### config.mk
export PLATFORM = sky130hd
export DESIGN_NAME = mc_dual_macrocell
export DESIGN_NICKNAME = d
export VERILOG_FILES = /design/src/rtl/mc_pkg.sv /design/src/rtl/mc_clk_sel.sv /design/src/rtl/mc_reg_cell.sv /design/src/rtl/mc_out_drv.sv /design/src/rtl/mc_dual_macrocell.sv
export SDC_FILE = /design/constraint.sdc
export NUM_CORES = 1
export LEC_CHECK = 0
export ABC_AREA = 0
export BUFFER_PORTS_ARGS = -buffer_cell sky130_fd_sc_hd__buf_4
export CORE_AREA = 5 5 42 44
export DETAILED_ROUTE_END_ITERATION = 16
export DIE_AREA = 0 0 47 49
export PLACE_DENSITY = 0.63
export SLEW_MARGIN = 20
export SYNTH_ARGS = -nofsm -noshare
export SYNTH_HDL_FRONTEND = slang
export SYNTH_SLANG_ARGS = --single-unit
export TNS_END_PERCENT = 5
### constraint.sdc
create_clock -name clk -period 2.9 [get_ports clk]
set_input_delay 0.58 -clock clk [delete_from_list [all_inputs] [get_ports clk]]
set_output_delay 0.58 -clock clk [all_outputs]
set_load 0.01 [all_outputs]
### src/rtl/mc_pkg.sv
package mc_pkg;
    typedef enum logic [1:0] {
        CK_ARM  = 2'd0,
        CK_LOW  = 2'd1,
        CK_HIGH = 2'd2
    } ck_state_t;

    typedef enum logic [1:0] {
        UPD_HOLD    = 2'd0,
        UPD_PRELOAD = 2'd1,
        UPD_PRESET  = 2'd2,
        UPD_DATA    = 2'd3
    } upd_t;
endpackage

### src/rtl/mc_clk_sel.sv
module mc_clk_sel
    import mc_pkg::*;
(
    input  logic clk,
    input  logic rst_n,
    input  logic pin_clk,
    input  logic pt_clk,
    input  logic sel_pt,
    output logic fire
);
    ck_state_t state, state_nxt;
    logic      lvl;

    assign lvl = sel_pt ? pt_clk : pin_clk;

    always_ff @(posedge clk or negedge rst_n) begin
        if (!rst_n) state <= CK_ARM;
        else        state <= state_nxt;
    end

    always_comb begin
        state_nxt = state;
        unique case (state)
            CK_ARM:  state_nxt = lvl ? CK_ARM  : CK_LOW;
            CK_LOW:  state_nxt = lvl ? CK_HIGH : CK_LOW;
            CK_HIGH: state_nxt = lvl ? CK_HIGH : CK_LOW;
            default: state_nxt = CK_ARM;
        endcase
    end

    always_comb begin
        fire = 1'b0;
        unique case (state)
            CK_LOW:  fire = lvl;
            default: fire = 1'b0;
        endcase
    end

    // a held-high source never produces two firings in a row
    a_r5_single_fire: assert property (@(posedge clk) disable iff (!rst_n)
        fire |=> !fire);
    // no firing while still armed from reset
    a_r5_arm_quiet: assert property (@(posedge clk) disable iff (!rst_n)
        (state == CK_ARM) |-> !fire);
endmodule

### src/rtl/mc_reg_cell.sv
module mc_reg_cell
    import mc_pkg::*;
(
    input  logic clk,
    input  logic rst_n,
    input  logic ares,
    input  logic fire,
    input  logic ttype,
    input  logic sum,
    input  logic preset,
    input  logic preload_en,
    input  logic preload_val,
    output logic q
);
    upd_t upd;
    logic q_nxt;
    logic clr_n;

    assign clr_n = rst_n & ~ares;

    always_comb begin
        if (!fire)           upd = UPD_HOLD;
        else if (preload_en) upd = UPD_PRELOAD;
        else if (preset)     upd = UPD_PRESET;
        else                 upd = UPD_DATA;
    end

    always_comb begin
        q_nxt = q;
        unique case (upd)
            UPD_HOLD:    q_nxt = q;
            UPD_PRELOAD: q_nxt = preload_val;
            UPD_PRESET:  q_nxt = 1'b1;
            UPD_DATA:    q_nxt = ttype ? (q ^ sum) : sum;
            default:     q_nxt = q;
        endcase
    end

    always_ff @(posedge clk or negedge clr_n) begin
        if (!clr_n) q <= 1'b0;
        else        q <= q_nxt;
    end

    a_r6_clear_held: assert property (@(posedge clk) disable iff (!rst_n)
        ares |-> !q);
    a_r7_preset_sets: assert property (@(posedge clk) disable iff (!rst_n || ares)
        fire && preset && !preload_en |=> q);
    a_r8_preload_loads: assert property (@(posedge clk) disable iff (!rst_n || ares)
        fire && preload_en |=> q == $past(preload_val));
    a_r3_toggle: assert property (@(posedge clk) disable iff (!rst_n || ares)
        fire && ttype && !preset && !preload_en |=> q == ($past(q) ^ $past(sum)));
    a_r2_dload: assert property (@(posedge clk) disable iff (!rst_n || ares)
        fire && !ttype && !preset && !preload_en |=> q == $past(sum));
    a_r5_hold: assert property (@(posedge clk) disable iff (!rst_n || ares)
        !fire |=> $stable(q));
endmodule

### src/rtl/mc_out_drv.sv
module mc_out_drv (
    input  logic q_sel,
    input  logic invert,
    input  logic oe_term,
    input  logic pad_in,
    output logic pad_out,
    output logic pad_oe,
    output logic pad_fb
);
    assign pad_out = q_sel ^ invert;
    assign pad_oe  = oe_term;
    assign pad_fb  = pad_in;

    a_r11_input_path: assert final (pad_fb === pad_in);
endmodule

### src/rtl/mc_dual_macrocell.sv
module mc_dual_macrocell #(
    parameter int NREG    = 2,
    parameter int OUT_IDX = 0
) (
    input  logic            clk,
    input  logic            rst_n,
    input  logic            pin_clk,
    input  logic [NREG-1:0] pt_clk,
    input  logic [NREG-1:0] cfg_ptclk,
    input  logic [NREG-1:0] cfg_ttype,
    input  logic            cfg_invert,
    input  logic [NREG-1:0] sum_term,
    input  logic [NREG-1:0] areset_term,
    input  logic            sync_preset,
    input  logic            preload_en,
    input  logic [NREG-1:0] preload_val,
    input  logic            oe_term,
    input  logic            pad_in,
    output logic [NREG-1:0] fb_q,
    output logic            pad_out,
    output logic            pad_oe,
    output logic            pad_fb
);
    logic [NREG-1:0] fire;

    for (genvar g = 0; g < NREG; g++) begin : g_reg
        mc_clk_sel u_ck (
            .clk     (clk),
            .rst_n   (rst_n),
            .pin_clk (pin_clk),
            .pt_clk  (pt_clk[g]),
            .sel_pt  (cfg_ptclk[g]),
            .fire    (fire[g])
        );
        mc_reg_cell u_rg (
            .clk         (clk),
            .rst_n       (rst_n),
            .ares        (areset_term[g]),
            .fire        (fire[g]),
            .ttype       (cfg_ttype[g]),
            .sum         (sum_term[g]),
            .preset      (sync_preset),
            .preload_en  (preload_en),
            .preload_val (preload_val[g]),
            .q           (fb_q[g])
        );
    end

    mc_out_drv u_out (
        .q_sel   (fb_q[OUT_IDX]),
        .invert  (cfg_invert),
        .oe_term (oe_term),
        .pad_in  (pad_in),
        .pad_out (pad_out),
        .pad_oe  (pad_oe),
        .pad_fb  (pad_fb)
    );

    // registers are clear during power-up reset
    a_r1_reset_clear: assert property (@(posedge clk) !rst_n |-> fb_q == '0);
endmodule

Word-level counts from Yosys, hierarchy flattened
Index checks and enable logic that the tools add are counted.

Flip-flop bits (word level): 6. Bits of input ports: 20. Output and inout port bits: 5. Logic and storage cells: 45.

Equal/unequal tests: 10. Muxes and demuxes: 18. Bitwise logic cells: 7. Reduce and logical (&&, ||, !) cells: 6.

Operators with widths (count): 2-bit == test, second input constant (6); 2-bit 2-to-1 mux (5); 1-bit 2-to-1 mux (9); 2-bit by 1-bit == test with 1-bit output, second input constant (4); 2-bit zero test (4); 2-bit case mux with 2 select lines (2); 1-bit case mux with 3 select lines (2); 2-bit OR reduction (2); 1-bit XOR (3); 1-bit bitwise AND (2); 1-bit NOT (2).

Longest topological paths before layout
Gate-level depths: netlist of the first run.

Word-level depth: 5. Depth in mapped cells: 4. Depth with buffers taken out: 4.

By module
A second synthesis of the first run with hierarchy kept.

Cells, all modules: 43. Area total of the unflattened synthesis: 419.2 µm².

By module, submodules not included: mc_clk_sel (instances 2, cells an instance 12, area each 133.9 µm², seq. area each 50.0 µm²); mc_reg_cell (instances 2, cells an instance 8, area each 63.8 µm², seq. area each 25.0 µm²); mc_out_drv (instances 1, cells an instance 3, area each 23.8 µm², seq. area each 0.0 µm²).

Worst setup path after synthesis of the first run
OpenSTA, ideal clock, no wires.

Kind: input to output. From: in cfg_invert. To: out pad_out. Data arrival time: 797 ps. Setup slack: 1523 ps. Stages: 1. Buffers on the path: 0. Cells stage by stage: xor2_1.

Word-level cells in the longest chain between the ends: 1.

Ends and longest elaborated chain: start: declaration (RTL line mc_dual_macrocell.sv:11) `input logic cfg_invert,`; 1-bit XOR (RTL line mc_out_drv.sv:10) `assign pad_out = q_sel ^ invert;`; end: declaration (RTL line mc_dual_macrocell.sv:20) `output logic pad_out,`.

Every way passes these cells.

Worst setup path after layout of the first run
From: reg g_reg[0].u_rg.q. To: out pad_out.

Word-level cells in the longest chain between the ends: 1.

Ends and longest elaborated chain: start: declaration (RTL line mc_reg_cell.sv:13) `output logic q`; start signal: assignment (RTL line mc_reg_cell.sv:41) `else q <= q_nxt;`; 1-bit XOR (RTL line mc_out_drv.sv:10).

Every way passes these cells.

==> metrics, run 1 <==
max-capacitance violation count=0; Critical-path top delay cell=dfrtp_1; Avg Inst Size Synth=10.2 µm²; Die ar.=2300 µm²; vias in the first global route=357; Initial Util=32.8%; CTS tree=yes; core area=1400 µm²; Nets=92; GR Util All Layers=8.08%; run status=complete, no violations; leakage=0.000316 µW; Post-Route Setup TNS=0 ns; Hold Crit Class=in2async; commonest non-fill, non-tap cell in the layout=buf_4; final hold violations=0; Worst setup SP type=flop; clock root buffer=clkbuf_4; Fillers=155; period utilization=53.9%; Final min period=1.56 ns; WL per Instance=10.5 µm; cts hold-fix bufs=0; Worst Tran Pin Value=0.193 ns; I/O Buffers=20; Rel. slew slack=87.0%; power density cells=727 nW/µm²; post-CTS setup buffers=0; Seq/Total Area, Yosys=32.7%; Syn Std Cell Area=459 µm²; Layout Utilization=44.4%; Chip Width=47 µm; R2R depth=4; Max Transition Viols Final=0; post_cts resized=0; CP Capture Type=output port; post-synthesis cell count=45; Clock Tree Buf Depth=2; commonest non-fill, non-tap cells in the layout=buf_4, ha_1, dfrtp_1; maximum vdd ir drop=0.000337 V; 1st-iter DRT viols=1; worst endpoint required time=2.32 ns; FP Rows=14; max incr delay on CP=0.42 ns; routed vias/inst=4.70; Cell variety after synth=17; crit path kind=reg2out; clk slew on worst S/H paths=0.05 ns; Fmax=0.640 GHz; clock sink total=6; final WL=838 µm; initial antenna violation count=0; Synth-to-Final Area Change=35.4%; Die H=49 µm; Final Wtd Congestion=0.693; clk_lat worst skew=0.24 ns; H-tree Lvls=1; final setup violation count=0; GRT overflow=0; Synth Warn #=0; post-route antenna net violation count=0; Synth Register Bits=6; first-pass GRT wire length=1370 µm; I/O pins=25; syn nets=71; DR pass1 iterations=3; DRC=0; Critical Path, Cell by Cell=xor2_1 > buf_4; Antenna Cells=0; layout cells sized above 1=46.9%; Crit path arrival time=0.98 ns; CTS Buf Count=3; clk_skew=0.00308 ns; RSZ-0062 raised after global routing=no; via count=376; Crit Path Max Fanout=5; largest net degree at the start of global routing=7
## path summary, 6_finish.rpt
check	slack, ns	startpoint	endpoint
worst max-delay path	1.34	g_reg[0].u_rg.q	pad_out
worst min-delay path	0.13	rst_n	g_reg[0].u_ck.state[0]
worst max register to register	1.89	g_reg[1].u_ck.state[0]	g_reg[1].u_ck.state[0]
worst min register to register	0.55	g_reg[1].u_rg.q	g_reg[1].u_rg.q
max in group asynchronous	2.51	rst_n	g_reg[1].u_rg.q
min in group clk	0.55	g_reg[1].u_rg.q	g_reg[1].u_rg.q
## kinds of logic after synthesis
group                      after synthesis  synth area share [%]
xor gates and xnor gates                 1                  1.91
AOI/OAI and AO/OA                        6                  11.4
adders and majority gates                6                  16.3
muxes                                    2                  6.54
and+or+nand+nor                         16                  21.3
buffers and inverters                    8                  9.81
DFF                                      6                  32.7
## cell type report
type                       instances  area (µm²)  area share [%]
multi-input combinational         31         264            42.5
timing repair buffer              20         150            24.1
tap                               16        20.0            3.22
clock buffer                       3        22.5            3.62
sequential                         6         150            24.1
inverter                           4        15.0            2.41
## per-stage QoR
stage          hold WS (ns)  total power [µW]  worst slack, ns  std cells  area [µm²]
6_report              0.125               452             1.34         80         622
5_1_grt               0.116               502             1.30         80         622
4_1_cts               0.118               463             1.32         80         622
3_5_place_dp          0.383               382             1.35         77         599
3_3_place_gp          0.383               376             1.36         77         599
2_1_floorplan         0.284               321             1.52         45         459
## cells in the mapped netlist
library cell | number | area, µm²
a211oi_1 | 1 | 7.51
nor2_1 | 2 | 7.51
a211oi_2 | 1 | 12.5
mux2_4 | 2 | 30.0
nand2_2 | 2 | 12.5
o2bb2ai_1 | 2 | 17.5
a21o_1 | 2 | 15.0
xor2_1 | 1 | 8.76
buf_4 | 4 | 30.0
dfrtp_1 | 6 | 150
nor2b_1 | 2 | 12.5
and2_1 | 2 | 12.5
ha_1 | 6 | 75.1
nand3_1 | 4 | 20.0
nand2b_1 | 2 | 12.5
nor3_2 | 2 | 20.0
inv_1 | 4 | 15.0
## report_power, final
part           total [µW]  switching, µW  internal, µW  leakage (µW)
combinational         216           99.5           117      0.000226
clock                76.3           29.5          46.8     0.0000138
sequential            160           34.3           126     0.0000764
total                 452            163           289      0.000316
## flip-flops by register name, summed over array words and instances, names as in the netlist
signal,count
g.u_rg.q,2
g.u_ck.state,4
## routing by layer
metal	wire length, µm	track usage [%]	vias to the layer above
met5	0	0	-
met4	0	2.76	0
met3	159	5.17	0
met2	365	10.9	23
met1	313	10.3	167
li1	-	-	186
## worst max-delay path, delay by kind of cell, from the launching register on
kind                      cells  cell delay [ns]
DFF                           1             0.42
xor gates and xnor gates      1             0.18
buffers and inverters         1             0.14
Note: power is estimated with default switching activity, not from simulation.
==> inputs of run 2 (changes only) <==
Settings changed: PLACE_DENSITY 0.63 to 0.66.
Clock period 2.9 ns to 1.3 ns, I/O delays scaled along.
==> run 2 against run 1 <==
  * Non-clock buffer count is 4 higher
  * Clock power is 130% higher
  * Global-route usage is 0.57 points higher
  * Worst setup slack worse by 1.3 ns
  * Total power is 130% higher
  * Hold slack better by 0.17 ns
  * Count of clock-buffer cells in the layout stayed put
  * Sequential cell count stayed put
  * Via count is 4.8% higher
==> metrics, run 2 (synthesized netlist as in run 1, its figures left out) <==
run status=complete, no violations (unchanged); non-filler cells, final=84 (was 80); final WL=875 µm (was 838 µm); final hold violations=0 (unchanged); Initial Util=32.8% (unchanged); Fmax=0.815 GHz; routed vias/inst=4.69 (was 4.70); Final Wtd Congestion=0.643 (was 0.693); FP Rows=14 (unchanged); commonest non-fill, non-tap cells in the layout=buf_4, ha_1, dfrtp_1 (unchanged); R2R depth=4 (unchanged); Rel. slew slack=86.3% (was 87.0%); Nets=96 (was 92); Worst Tran Pin Value=0.205 ns (was 0.193 ns); Crit path arrival time=0.97 ns (was 0.98 ns); max-capacitance violation count=0 (unchanged); Post-Route Setup TNS=0 ns (unchanged); Int Pwr=666 µW (was 289 µW); Max Transition Viols Final=0 (unchanged); placed wire-length estimate=755 µm; Largest regs=g.u_ck.state: 4 flops, g.u_rg.q: 2 flops (unchanged); post_cts resized=0 (unchanged); Hold Crit Class=in2reg (was in2async); GR Util All Layers=8.65% (was 8.08%); power consumption=1040 µW (was 452 µW); Antenna Cells=0 (unchanged); FF-to-FF Start=g_reg[0].u_rg.q (was g_reg[1].u_ck.state[0]); I/O pins=25 (unchanged); power density cells=1580 nW/µm² (was 727 nW/µm²); Worst Setup SP=g_reg[0].u_rg.q (unchanged); largest net degree at the start of global routing=7 (unchanged); layout cells sized above 1=45.6% (was 46.9%); final setup violation count=0 (unchanged); Sw Ratio=35.9% (was 36.1%); clk_skew=0.000125 ns (was 0.00308 ns); RR Endpoint=g_reg[0].u_rg.q (was g_reg[1].u_ck.state[0]); commonest non-fill, non-tap cell in the layout=buf_4 (unchanged); H-tree Lvls=1 (unchanged); via count=394 (was 376); clock root buffer=clkbuf_4 (unchanged); Final min period=1.23 ns; worst endpoint required time=1.04 ns (was 2.32 ns); I/O Buffers=20 (unchanged); DP Cell Count=77 (unchanged); Die H=49 µm (unchanged); Synth-to-Final Area Change=43.6% (was 35.4%); Hold Path Sink=g_reg[1].u_rg.q; DR pass1 iterations=4 (was 3); Crit Path Max Fanout=5 (unchanged); clock sink total=6 (unchanged); crit path kind=reg2out (unchanged); first-pass GRT wire length=1420 µm (was 1370 µm); post-route antenna net violation count=0 (unchanged); 1st-iter DRT viols=1 (unchanged); Layout Utilization=47.1% (was 44.4%); vias in the first global route=387 (was 357); CTS tree=yes (unchanged); clk slew on worst S/H paths=0.05 ns (about the same); worst hold stages=3; WL per Instance=10.4 µm (was 10.5 µm); switching power=373 µW (was 163 µW); GRT overflow=0 (unchanged); Clock Tree Buf Depth=2 (unchanged); Fillers=154 (was 155); Clock power frac=16.7% (was 16.9%); period utilization=94.4%; Final Cell Area=659 µm² (was 622 µm²); CTS Buf Count=3 (unchanged); RSZ-0062 raised after global routing=no (unchanged); core area=1400 µm² (unchanged); leakage=0.000334 µW (was 0.000316 µW); maximum vdd ir drop=0.000749 V (was 0.000337 V); Worst setup SP type=flop (unchanged); FF-to-FF setup slack=0.21 ns (was 1.89 ns); DRC=0 (unchanged); clk_lat worst skew=0.24 ns (about the same); hold path start=sync_preset; Chip Width=47 µm (unchanged); area post-placement=599 µm² (unchanged); number of flip-flops in the largest register=4 (unchanged); Reg power frac=34.4% (was 35.4%); combinational share of power=48.9% (was 47.8%); CP Capture Type=output port (unchanged); Die ar.=2300 µm² (unchanged); Largest Register=g.u_ck.state (unchanged); initial antenna violation count=0 (unchanged)
-- run 2: cell types whose count changed in the layout (fill, tap and decap cells not counted) --
cell | previous run | this run
dlygate4sd3_1 | 0 | 3
buf_4 | 20 | 21
-- run 2: how the worst max path moves through the flow --
stage | to | slack (ns) | depth (start not counted)
after floorplan | g_reg[0].u_ck.state[0] | 0.35 | 4
after global placement | g_reg[1].u_ck.state[0] | 0.29 | 4
after detailed placement | g_reg[1].u_ck.state[0] | 0.28 | 4
after global routing | pad_out | 0.01 | 2
final | pad_out | 0.07 | 2
after CTS | pad_out | 0.04 | 2
-- run 2: metal layers --
layer / vias up / GRT usage, % / part of all wire [%]
met1: 175 / 10.1 / 39
li1: 199 / - / -
met5: - / 0 / 0
met2: 20 / 12.4 / 46
met3: 0 / 3.69 / 15
met4: 0 / 5.53 / 0
-- run 2: power by group through the flow --
stage | Sequential (µW) | Combinational, µW | Clock (µW)
6_report | 358 | 508 | 173
5_1_grt | 370 | 571 | 202
4_1_cts | 359 | 501 | 186
3_5_place_dp | 362 | 489 | 0
3_3_place_gp | 358 | 478 | 0
2_1_floorplan | 345 | 371 | 0
-- run 2: layout make-up --
| class | count | area (µm²) | area share, % |
|---|---|---|---|
| sequential | 6 | 150 | 22.8 |
| clock buffer | 3 | 22.5 | 3.42 |
| timing repair buffer | 24 | 188 | 28.5 |
| inverter | 4 | 15.0 | 2.28 |
| tap | 16 | 20.0 | 3.04 |
| multi-input combinational | 31 | 264 | 40.0 |
-- run 2: per-stage QoR --
stage,hold WS (ns),worst slack [ns]
2_1_floorplan,-0.0356,0.346
3_3_place_gp,0.0641,0.295
3_5_place_dp,0.0633,0.282
4_1_cts,0.293,0.0385
5_1_grt,0.311,0.0110
6_report,0.297,0.0731
-- run 2: timing repair --
item / in CTS / in global routing
endpoints found under the hold margin: 6 / 0
setup buffers: 0 / 1
endpoints found under the setup margin: 0 / 1
hold buffers: 3 / 0
-- run 2: critical path, stage by stage (launching register included) --
cell	delay, ns
dfrtp_1	0.42
xor2_1	0.16
buf_4	0.15
==> inputs of run 3 (changes only) <==
Settings changed: PLACE_DENSITY 0.66 to 0.63.
Clock period 1.3 ns to 1.5 ns, I/O delays scaled along.
==> run 3 against run 2 <==
  * Combinational power fell by 17%
  * Routed wire length rose by 3.1%
  * Sequential power fell by 13%
  * Non-clock buffer count fell by 1
  * Hold slack improved by 0.015 ns
  * Register-to-register slack improved by 0.26 ns
==> metrics, run 3 (synthesized netlist as in run 1, its figures left out) <==
Crit path arrival time=0.99 ns (was 0.97 ns); clk_lat worst skew=0.25 ns (was 0.24 ns); max-capacitance violation count=0 (unchanged); Fillers=150 (was 154); final hold violations=0 (unchanged); Rel. slew slack=86.0% (was 86.3%); initial antenna violation count=0 (unchanged); Fmax=0.776 GHz; Multi-input gate area=264 µm² (unchanged); RSZ-0062 raised after global routing=no (unchanged); 1st-iter DRT viols=5 (was 1); worst hold stages=3 (unchanged); leakage=0.000329 µW (was 0.000334 µW); DRC=0 (unchanged); FP Rows=14 (unchanged); core area=1400 µm² (unchanged); Post-Route Setup TNS=0 ns (unchanged); max incr delay on CP=0.42 ns (about the same); CP Capture Type=output port (unchanged); family with the most delay on the worst path=flip-flops (unchanged); CTS tree=yes (unchanged); Antenna Cells=0 (unchanged); WP buf/inv=1 (unchanged); power density cells=1360 nW/µm² (was 1580 nW/µm²); area post-placement=599 µm² (unchanged); FF-to-FF Start=g_reg[1].u_ck.state[0] (was g_reg[0].u_rg.q); I/O Buffers=20 (unchanged); Largest regs=g.u_ck.state: 4 flops, g.u_rg.q: 2 flops (unchanged); crit path kind=reg2out (unchanged); via count=380 (was 394); Top Layer Used=met4 (was met3); commonest non-fill, non-tap cell in the layout=buf_4 (unchanged); Initial Util=32.8% (unchanged); Final Cell Area=652 µm² (was 659 µm²); Crit Path Max Fanout=5 (unchanged); H-tree Lvls=1 (unchanged); I/O pins=25 (unchanged); post_cts resized=0 (unchanged); DR pass1 iterations=3 (was 4); met3 routed WL=146 µm (was 134 µm); largest net degree at the start of global routing=7 (unchanged); Hold Path Sink=g_reg[0].u_rg.q (was g_reg[1].u_rg.q); R2R depth=4 (unchanged); Largest Register=g.u_ck.state (unchanged); Clock Tree Buf Depth=2 (unchanged); maximum vdd ir drop=0.000501 V (was 0.000749 V); RR Endpoint=g_reg[1].u_ck.state[0] (was g_reg[0].u_rg.q); GRT overflow=0 (unchanged); final WL=902 µm (was 875 µm); Synth-to-Final Area Change=42.0% (was 43.6%); Critical-path top delay cell=dfrtp_1 (unchanged); Nets=95 (was 96); commonest non-fill, non-tap cells in the layout=buf_4, ha_1, dfrtp_1 (unchanged); worst endpoint required time=1.20 ns (was 1.04 ns); Chip Width=47 µm (unchanged); Layout Utilization=46.5% (was 47.1%); clock root buffer=clkbuf_4 (unchanged); period utilization=85.9%; placed wire-length estimate=746 µm (was 755 µm); clock sink total=6 (unchanged); Die H=49 µm (unchanged); post-route antenna net violation count=0 (unchanged); routed vias/inst=4.58 (was 4.69); Max Transition Viols Final=0 (unchanged); Critical Path, Cell by Cell=xor2_1 > buf_4 (unchanged); run status=complete, no violations (unchanged); number of flip-flops in the largest register=4 (unchanged); Worst setup SP type=flop (unchanged); layout cells sized above 1=44.8% (was 45.6%); FF-to-FF setup slack=0.47 ns (was 0.21 ns); GR Util All Layers=9.00% (was 8.65%); Die ar.=2300 µm² (unchanged); final setup violation count=0 (unchanged); Hold Crit Class=in2reg (unchanged); first-pass GRT wire length=1420 µm (unchanged); Final min period=1.29 ns; storage element area=150 µm² (unchanged); hold path start=sync_preset (unchanged); clk_skew=0.0000814 ns (was 0.000125 ns); WL per Instance=10.9 µm (was 10.4 µm); clk slew on worst S/H paths=0.05 ns (about the same); Final Wtd Congestion=0.680 (was 0.643); Worst Tran Pin Value=0.209 ns (was 0.205 ns); vias in the first global route=359 (was 387); metal2 WL=370 µm (was 400 µm); CTS Buf Count=3 (unchanged); WL met1=349 µm (was 340 µm)
-- run 3: changes by cell type in the layout (fill, tap and decap cells not counted) --
cell | before | now
buf_4 | 21 | 20
-- run 3: worst max path at each step --
stage	slack (ns)	startpoint	endpoint	cells past startpoint
floorplan	0.55	g_reg[0].u_ck.state[0]	g_reg[0].u_ck.state[0]	4
global placement	0.48	g_reg[0].u_rg.q	pad_out	2
detailed placement	0.47	cfg_ptclk[1]	g_reg[1].u_rg.q	4
CTS	0.20	g_reg[0].u_rg.q	pad_out	2
finish	0.21	g_reg[0].u_rg.q	pad_out	2
global route	0.16	g_reg[0].u_rg.q	pad_out	2
-- run 3: what timing repair did --
item	CTS	global route
hold buffers	3	0
buffers inserted	0	0
endpoints found under the setup margin	0	0
hold endpoints to repair	6	0
-- run 3: worst reg2reg max path, delay by kind of cell (launching register included) --
family	cells	cell delay [ns]
adder cells (fa/ha/maj)	1	0.29
flip-flops	1	0.37
buffers and inverters	1	0.06
AND/OR/NAND/NOR	2	0.19
-- run 3: cell type report --
type | count | share of cell area [%]
multi-input cells | 31 | 40.5
repair buffers | 23 | 27.6
flip-flops and latches | 6 | 23.0
clock buffers | 3 | 3.45
well taps | 16 | 3.07
inverters | 4 | 2.30
-- run 3: layer usage --
layer  vias to the layer above  GRT usage [%]
met5                         -              0
met4                         0           8.29
met3                         3           4.06
met2                        22           12.4
met1                       161           9.64
li1                        194              -
-- run 3: metrics by stage --
stage / instances / setup slack [ns] / hold WS (ns) / power, µW
2_1_floorplan: 45 / 0.546 / 0.00441 / 620
3_3_place_gp: 77 / 0.476 / 0.108 / 729
3_5_place_dp: 77 / 0.473 / 0.106 / 732
4_1_cts: 83 / 0.197 / 0.302 / 910
5_1_grt: 83 / 0.164 / 0.298 / 984
6_report: 83 / 0.211 / 0.311 / 888
-- run 3: power breakdown --
part	switching (µW)	internal, µW
logic	193	228
clock network	65.5	91.0
registers	67.5	243
total	326	562
